### src/rtl/sws_pkg.sv
package sws_pkg;
  localparam int unsigned DW      = 8;
  localparam int unsigned NFIELDS = 5;

  typedef struct packed {
    logic [DW-1:0] month;
    logic [DW-1:0] date;
    logic [DW-1:0] hour;
    logic [DW-1:0] min;
    logic [DW-1:0] sec;
  } stamp_t;

  typedef enum logic {SET_TO_BATT = 1'b0, SET_TO_MAIN = 1'b1} set_e;
endpackage

### src/rtl/sws_sync.sv
module sws_sync #(
  parameter int unsigned STAGES = 2
) (
  input  logic clk_i,
  input  logic rst_ni,
  input  logic d_i,
  output logic q_o
);
  logic [STAGES-1:0] chain_q;

  generate
    for (genvar s = 0; s < STAGES; s++) begin : g_stage
      always_ff @(posedge clk_i or negedge rst_ni) begin
        if (!rst_ni) chain_q[s] <= 1'b0;
        else if (s == 0) chain_q[s] <= d_i;
        else chain_q[s] <= chain_q[(s == 0) ? 0 : s-1];
      end
    end
  endgenerate

  assign q_o = chain_q[STAGES-1];
endmodule

### src/rtl/sws_edge.sv
module sws_edge (
  input  logic clk_i,
  input  logic rst_ni,
  input  logic lvl_i,
  output logic to_batt_o,
  output logic to_main_o
);
  logic prev_q;

  always_ff @(posedge clk_i or negedge rst_ni) begin
    if (!rst_ni) prev_q <= 1'b0;
    else         prev_q <= lvl_i;
  end

  assign to_batt_o = lvl_i & ~prev_q;
  assign to_main_o = ~lvl_i & prev_q;
endmodule

### src/rtl/sws_bank.sv
module sws_bank
  import sws_pkg::*;
(
  input  logic   clk_i,
  input  logic   rst_ni,
  input  logic   clr_i,
  input  logic   cap_i,
  input  stamp_t now_i,
  output stamp_t stamp_o,
  output logic   vld_o
);
  stamp_t stamp_q;
  logic   vld_q;

  // clear beats capture; capture only while empty
  always_ff @(posedge clk_i or negedge rst_ni) begin
    if (!rst_ni) begin
      stamp_q <= '0;
      vld_q   <= 1'b0;
    end else if (clr_i) begin
      stamp_q <= '0;
      vld_q   <= 1'b0;
    end else if (cap_i && !vld_q) begin
      stamp_q <= now_i;
      vld_q   <= 1'b1;
    end
  end

  assign stamp_o = stamp_q;
  assign vld_o   = vld_q;
endmodule

### src/rtl/sws_rdmux.sv
module sws_rdmux
  import sws_pkg::*;
#(
  parameter int unsigned         ADDR_W  = 8,
  parameter logic [ADDR_W-1:0]   BASE_TB = 8'h16,
  parameter logic [ADDR_W-1:0]   BASE_TM = 8'h1B
) (
  input  logic [ADDR_W-1:0] addr_i,
  input  stamp_t            set_i [2],
  output logic [DW-1:0]     data_o
);
  localparam logic [ADDR_W-1:0] NF = ADDR_W'(NFIELDS);

  function automatic logic [DW-1:0] pick(input stamp_t s, input logic [ADDR_W-1:0] off);
    logic [DW-1:0] r;
    r = '0;
    for (int k = 0; k < NFIELDS; k++)
      if (off == ADDR_W'(k)) r = s[k*DW +: DW];
    return r;
  endfunction

  logic [ADDR_W-1:0] off_tb, off_tm;

  always_comb begin
    off_tb = addr_i - BASE_TB;
    off_tm = addr_i - BASE_TM;
    data_o = '0;
    if (addr_i >= BASE_TB && off_tb < NF) data_o = pick(set_i[SET_TO_BATT], off_tb);
    if (addr_i >= BASE_TM && off_tm < NF) data_o = pick(set_i[SET_TO_MAIN], off_tm);
  end
endmodule

### src/rtl/supply_switch_stamp.sv
module supply_switch_stamp
  import sws_pkg::*;
#(
  parameter int unsigned       SYNC_STAGES = 2,
  parameter int unsigned       ADDR_W      = 8,
  parameter logic [ADDR_W-1:0] BASE_TB     = 8'h16,
  parameter logic [ADDR_W-1:0] BASE_TM     = 8'h1B
) (
  input  logic              clk_i,
  input  logic              rst_ni,
  input  logic              on_batt_i,
  input  logic [7:0]        sec_i,
  input  logic [7:0]        min_i,
  input  logic [7:0]        hour_i,
  input  logic [7:0]        date_i,
  input  logic [7:0]        month_i,
  input  logic              clr_i,
  input  logic [ADDR_W-1:0] rd_addr_i,
  output logic [7:0]        rd_data_o
);
  logic   batt_s;
  logic   edge_to_batt, edge_to_main;
  logic   set_vld [2];
  stamp_t set_q   [2];
  stamp_t now_t;

  assign now_t = '{month: month_i, date: date_i, hour: hour_i, min: min_i, sec: sec_i};

  sws_sync #(.STAGES(SYNC_STAGES)) u_sync (
    .clk_i(clk_i), .rst_ni(rst_ni), .d_i(on_batt_i), .q_o(batt_s)
  );

  sws_edge u_edge (
    .clk_i(clk_i), .rst_ni(rst_ni), .lvl_i(batt_s),
    .to_batt_o(edge_to_batt), .to_main_o(edge_to_main)
  );

  generate
    for (genvar g = 0; g < 2; g++) begin : g_set
      sws_bank u_bank (
        .clk_i  (clk_i),
        .rst_ni (rst_ni),
        .clr_i  (clr_i),
        .cap_i  ((g == int'(SET_TO_MAIN)) ? edge_to_main : edge_to_batt),
        .now_i  (now_t),
        .stamp_o(set_q[g]),
        .vld_o  (set_vld[g])
      );
    end
  endgenerate

  sws_rdmux #(.ADDR_W(ADDR_W), .BASE_TB(BASE_TB), .BASE_TM(BASE_TM)) u_rdmux (
    .addr_i(rd_addr_i), .set_i(set_q), .data_o(rd_data_o)
  );
endmodule

### config.mk
export PLATFORM = sky130hd
export DESIGN_NAME = supply_switch_stamp
export DESIGN_NICKNAME = d
export VERILOG_FILES = /design/src/rtl/sws_pkg.sv /design/src/rtl/sws_sync.sv /design/src/rtl/sws_edge.sv /design/src/rtl/sws_bank.sv /design/src/rtl/sws_rdmux.sv /design/src/rtl/supply_switch_stamp.sv
export SDC_FILE = /design/constraint.sdc
export NUM_CORES = 1
export LEC_CHECK = 0
export BUFFER_PORTS_ARGS = -buffer_cell sky130_fd_sc_hd__clkbuf_2
export CAP_MARGIN = 20
export CELL_PAD_IN_SITES_DETAIL_PLACEMENT = 1
export CELL_PAD_IN_SITES_GLOBAL_PLACEMENT = 1
export CORE_ASPECT_RATIO = 1.4
export CORE_MARGIN = 8
export CORE_UTILIZATION = 46
export DETAILED_ROUTE_END_ITERATION = 6
export PLACE_DENSITY = 0.76
export SKIP_CTS_REPAIR_TIMING = 1
export SLEW_MARGIN = 30
export SYNTH_ARGS = -nofsm -noshare
export SYNTH_HDL_FRONTEND = slang
export SYNTH_HIERARCHICAL = 1
export SYNTH_SLANG_ARGS = --single-unit
export TNS_END_PERCENT = 1
### constraint.sdc
create_clock -name clk_i -period 2.79 [get_ports clk_i]
set_clock_uncertainty 0.2 [all_clocks]
set_input_delay 0.4185 -clock clk_i [delete_from_list [all_inputs] [get_ports clk_i]]
set_output_delay 0.4185 -clock clk_i [all_outputs]
set_load 0.05 [all_outputs]
==> results of run 1 <==
[worst reg2reg max path, stage by stage (launching register included)]
cell,delay (ns)
dfrtp_1,0.39
and2b_2,0.23
nor2b_4,0.50
buf_4,0.39
o21ai_1,0.15
[state kept, by name, summed over array words and instances, names as in the netlist]
register,cells
g_set.u_bank/stamp_o,80
u_edge/prev_q,1
g_set.u_bank/vld_o,2
u_sync/chain_q,1
u_sync/q_o,1
[cell usage in the layout, fill, tap and decap left out, types with 2 or more instances in the layout]
cell,count
inv_1,2
clkbuf_16,9
nand2b_1,84
nor3_1,5
clkbuf_2,49
nand2_1,12
buf_12,12
clkbuf_8,2
nand4bb_1,80
a211oi_1,2
o21ai_1,81
a22oi_1,6
o22ai_1,6
ha_1,2
mux2i_1,6
or2_1,4
nand3_1,7
dlygate4sd3_1,2
o21ai_0,8
o22ai_2,2
a21oi_1,9
mux2_2,4
a221oi_1,2
o211ai_2,4
nor2b_1,3
buf_4,15
mux4_2,5
dfrtp_1,84
nor2b_4,2
nand3b_1,2
o211ai_1,4
bufinv_16,3
nor2_1,17
[power groups by stage]
| stage | Sequential [mW] | Combinational [mW] | Clock (mW) |
|---|---|---|---|
| final | 1.35 | 0.450 | 1.41 |
| after global routing | 1.35 | 0.487 | 1.49 |
| after CTS | 1.35 | 0.445 | 1.43 |
| after detailed placement | 1.37 | 0.441 | 0 |
| after global placement | 1.37 | 0.427 | 0 |
| after floorplan | 1.34 | 0.288 | 0 |
[cells by family (layout without fill, tap and decap cells)]
family	count (synthesis)	in the layout	synth area share (%)
flops	85	85	40.5
fa+ha+maj	2	2	0.476
simple gates	226	226	33.7
buf+inv	55	97	5.88
compound gates	134	134	15.3
mux	15	15	4.14
[final timing paths]
path | end | slack, ns | depth (start not counted) | start
hold reg to reg | u_sync/q_o | 0.17 | 0 | u_sync/chain_q[0]
hold / removal | g_set[1].u_bank/stamp_o[39] | 0.16 | 3 | month_i[7]
setup reg to reg | g_set[1].u_bank/stamp_o[22] | 0.81 | 4 | u_sync/q_o
max in group asynchronous | g_set[0].u_bank/vld_o | 1.33 | 3 | rst_ni
setup / recovery | rd_data_o[2] | 0.08 | 9 | rd_addr_i[1]
min in group asynchronous | g_set[1].u_bank/stamp_o[4] | 0.39 | 2 | rst_ni
[final cells by class]
class	instances	area (µm²)	share of cell area [%]
clock buffers	11	253	4.11
well taps	144	180	2.93
multi-input cells	377	2850	46.3
repair buffers	79	626	10.2
flip-flops and latches	85	2130	34.6
inverters	2	7.51	0.122
clock inverters	5	106	1.73
[layer usage]
layer  GRT usage [%]  up-vias  part of all wire [%]
met3            3.67       27                   4.0
met2            38.6      105                    52
li1                -     1978                     -
met5               0        -                     0
met4            9.44        0                   2.8
met1            27.9     2216                    42
[metrics by stage]
stage          setup TNS [ns]  area (µm²)  utilization, %  cells
5_1_grt                -0.110        6150            54.8    703
2_1_floorplan          -0.229        5260               -    517
6_report                    0        6150            54.8    703
3_5_place_dp                0        5740            51.2    685
4_1_cts                     0        6100            54.4    701
3_3_place_gp                0        5740            51.2    685
==> run metrics, run 1 <==
outcome=completed; DR pass1 iterations=6; relative slew slack=54.6%; RSZ-0062 raised after global routing=true; cell taking the most area after synthesis=dfrtp_1; layout cells sized above 1=a little over a fifth; clock sinks=85; max-slew violations=0; Vias=around 4300; CP Buf/Inv Count=3; CTS tree=yes; syn_nets=571; Logic pwr share=14.0%; drt total wl=16600 µm; Clock power frac=43.9%; worst path cell trace=clkbuf_2 -> buf_12 -> ha_1 -> o211ai_1 -> o2111a_1 -> o211ai_4 -> or2_1 -> o211ai_2 -> buf_12; largest net degree at the start of global routing=86; Starting Density=46.8%; Area Growth Syn to Fin=17.1%; IO Port Bufs=59; Reg clk slew, reported paths=0.07 ns; critical path endpoint category=output port; Die Y=~140 µm; Detailed Place HPWL=11300 µm; Pwr Total=3.21 mW; CP delay by family, top=compound AO/OA/AOI/OAI gates; initial antenna violation count=0; static leakage=2.45 nW; Crit path arrival time=2.09 ns; worst stage delay on the critical path=0.28 ns; Worst-Skew Late Latency=0.33 ns; pre-CTS setup slack=0.0284 ns; drc violations=0; maxcap violations=0; post-route setup slack=0.0814 ns; sequential power share=42.0%; Yosys warnings=6; worst slew pin tran=slightly below 0.7 ns; CTS max path bufs=2; die extent in x=106 µm; I/O pins=60; DR WL/cell=~24 µm; synthesized flop and latch total=85; Area contributors post-synth=dfrtp_1, nand4bb_1, nand2b_1, o21ai_1, buf_2; clock root buffer=clkbuf_16; Hold WC Path Type=input port to register; post-route clock period utilization=97.1%; min Tclk post-route=around 2.7 ns; Layout Nets=608; Hold WS=0.155 ns; share of flip-flops with an asynchronous set or reset=100%; gpl congestion=0.892; Syn Area/Cell=just over 10 µm²; die area=0.0151 mm²; DRT iter0 DRCs=between 200 and 300; Final Hold Fails=0; mapped cell area=approximately 0.0053 mm²; number of global-route vias before repair=between 4000 and 5000; crit path kind=input port to output port; number of routed nets with antenna violations=0; PwrDens=521 mW/mm²; fmax=369 MHz; n_diodes=0; Mapped Cells=between 500 and 600; first-pass GRT wire length=26700 µm; Via density=6.15; Top FF cell, synth=dfrtp_1; Yosys top cell area share=40.5%; fillcell total=1250; top post-synthesis cells by count=dfrtp_1, nand2b_1, nand4bb_1, o21ai_1, buf_2; most frequent cell after synthesis=dfrtp_1; CP max stage cell=or2_1; GRT Residual Overflow=0; Setup violations, final=0; synth unique cells=47; GR Util All Layers=about 23%; Post-synth EDFFs=0; cts bufs inserted=9; Core Box Area=0.0112 mm²; Internal=approximately 2.4 mW; sequential fraction of the synthesis area=40.5%; crit path max fanout=31; Worst Path Required=2.17 ns; startpoint class of the critical path=input port; H-tree depth=3; CP most frequent cell=buf_12; Worst IR Drop VDD=0.305 mV; P_sw=0.794 mW; switch share=24.8%; Site Rows=46
Note: power is estimated with default switching activity, not from simulation.
==> inputs of run 2 (changes only) <==
--- a/config.mk
+++ b/config.mk
@@ -14,6 +14,7 @@
 export CORE_UTILIZATION = 46
 export DETAILED_ROUTE_END_ITERATION = 6
 export PLACE_DENSITY = 0.76
+export RECOVER_POWER = 100
 export SKIP_CTS_REPAIR_TIMING = 1
 export SLEW_MARGIN = 30
 export SYNTH_ARGS = -nofsm -noshare
==> run 2 against run 1 <==
Non-clock buffer count unchanged. Sequential cell count is the same. Wire length is 0.37% higher. Core utilization down 0.49 points. Via count increased by 0.28%. Combinational power fell by 3%. Global-route usage is the same. Critical path type unchanged. Largest power group unchanged.
==> run metrics, run 2 (synthesis results as in run 1) <==
max layer used=met4; clock sinks=85 (unchanged); max FFs per register=80 (unchanged); Core Box Area=0.0112 mm² (unchanged); crit path from=rd_addr_i[1]; Site Rows=46 (unchanged); Final Hold Fails=0 (unchanged); die area=0.0151 mm² (unchanged); drc violations=0 (unchanged); H-tree depth=3 (unchanged); DR pass1 iterations=4 (-2); DR WL/cell=23.8 µm (+0.37%); GR Util All Layers=22.7% (unchanged); Via density=6.17 (+0.28%); Reg clk slew, reported paths=0.07 ns (about the same); relative slew slack=33.3% (-21 points); outcome=completed; first-pass GRT wire length=26700 µm (unchanged); setup TNS=0 ns (unchanged); layout cells sized above 1=21.3% (-0.18 points); critical hold path startpoint=month_i[7]; post-route setup slack=0.0846 ns (+0.00324 ns); most frequent cells in the layout=nand2b_1, o21ai_0, dfrtp_1, nand4bb_1, clkbuf_2; critical path endpoint category=output port; number of routed nets with antenna violations=0 (unchanged); largest net degree at the start of global routing=86 (unchanged); gpl congestion=0.892 (unchanged); metal3 WL=735 µm (+9.5%); pre-CTS setup slack=0.0284 ns (unchanged); Setup violations, final=0 (unchanged); I/O pins=60 (unchanged); Hold WC Path Type=input port to register; worst stage delay on the critical path=0.36 ns (+0.08 ns); worst path cell trace=clkbuf_2 -> buf_12 -> ha_1 -> o211ai_1 -> o2111a_1 -> o211ai_4 -> o22ai_1 -> buf_12; Worst Path Required=2.17 ns (about the same); Vias=4338 (+0.28%); GRT Residual Overflow=0 (unchanged); Hold WS=0.153 ns (-0.00245 ns); crit path kind=input port to output port; met2 wire length=8660 µm (+0.76%); startpoint class of the critical path=input port; initial antenna violation count=0 (unchanged); Area Growth Syn to Fin=16.0%; Detailed Place HPWL=11300 µm (unchanged); DP Area=0.00574 mm² (unchanged); max-slew violations=0 (unchanged); CP Buf/Inv Count=3 (unchanged); number of global-route vias before repair=4643 (unchanged); fmax=370 MHz (+0.12%); Worst IR Drop VDD=0.305 mV (-0.15%); PwrDens=524 mW/mm² (+0.54%); worst slew pin tran=1.00 ns (+0.318 ns); Metal-1 WL=6800 µm (-1.7%); cts bufs inserted=9 (unchanged); clock root buffer=clkbuf_16; die extent in x=106 µm (unchanged); design area=0.00609 mm² (-0.90%); Starting Density=46.8% (unchanged); CP most frequent cell=buf_12; Die Y=142 µm (unchanged); Crit path arrival time=2.09 ns (about the same); DRT iter0 DRCs=269 (-9.7%); CP max stage cell=o22ai_1; n_diodes=0 (unchanged); min Tclk post-route=2.71 ns (-0.00324 ns); crit path max fanout=31 (unchanged); RSZ-0062 raised after global routing=true; IO Port Bufs=59 (unchanged); CTS tree=yes; static leakage=2.41 nW (-1.5%); post-route clock period utilization=97.0% (-0.12 points); CP delay by family, top=compound AO/OA/AOI/OAI gates; reg-to-reg startpoint=u_sync/q_o; drt total wl=16700 µm (+0.37%); Layout Nets=608 (unchanged); CTS max path bufs=2 (unchanged); Worst-Skew Late Latency=0.34 ns (about the same); maxcap violations=0 (unchanged)
[run 2: changes by cell type in the layout (fill, tap and decap cells not counted), moves of 3 or more]
cell,delta
clkbuf_4,+3
clkbuf_2,+4
o21ai_1,-76
buf_4,-4
buf_12,-3
o21ai_0,+76
[run 2: final cells by class]
type                       count  area, µm²
fill                        1256       5130
multi-input combinational    377       2840
sequential                    85       2130
timing repair buffer          79        578
clock buffer                  11        253
tap                          144        180
clock inverter                 5        106
inverter                       2       7.51
[run 2: power breakdown]
part | leakage (nW) | total (mW) | switching (mW) | internal (mW)
Clock | 0.172 | 1.41 | 0.486 | 0.925
Sequential | 1.15 | 1.35 | 0.0562 | 1.29
Combinational | 1.09 | 0.436 | 0.248 | 0.187
[run 2: worst min-delay path, delay by kind of cell]
kind | cells | cell delay, ns
AOI/OAI and AO/OA | 1 | 0.06
buffers and inverters | 1 | 0.10
and+or+nand+nor | 1 | 0.09
[run 2: final timing paths]
path                                          endpoint  slack, ns  depth (start not counted)
hold / removal             g_set[1].u_bank/stamp_o[39]       0.15                          3
hold reg to reg                             u_sync/q_o       0.17                          0
setup / recovery                          rd_data_o[3]       0.08                          8
min in group asynchronous   g_set[1].u_bank/stamp_o[4]       0.55                          2
max in group asynchronous        g_set[0].u_bank/vld_o       0.46                          3
setup reg to reg           g_set[1].u_bank/stamp_o[22]       0.40                          4
[run 2: metal layers]
metal,vias up,GRT usage [%]
met5,-,0
met2,115,38.6
met4,0,9.44
met3,31,3.67
li1,1974,-
met1,2218,27.9
[run 2: per-stage QoR]
stage	utilization, %	total power, mW	std cells
3_3_place_gp	51.2	1.79	685
3_5_place_dp	51.2	1.81	685
5_1_grt	54.3	3.31	703
6_report	54.3	3.19	703
4_1_cts	54.4	3.22	701
2_1_floorplan	-	1.63	517
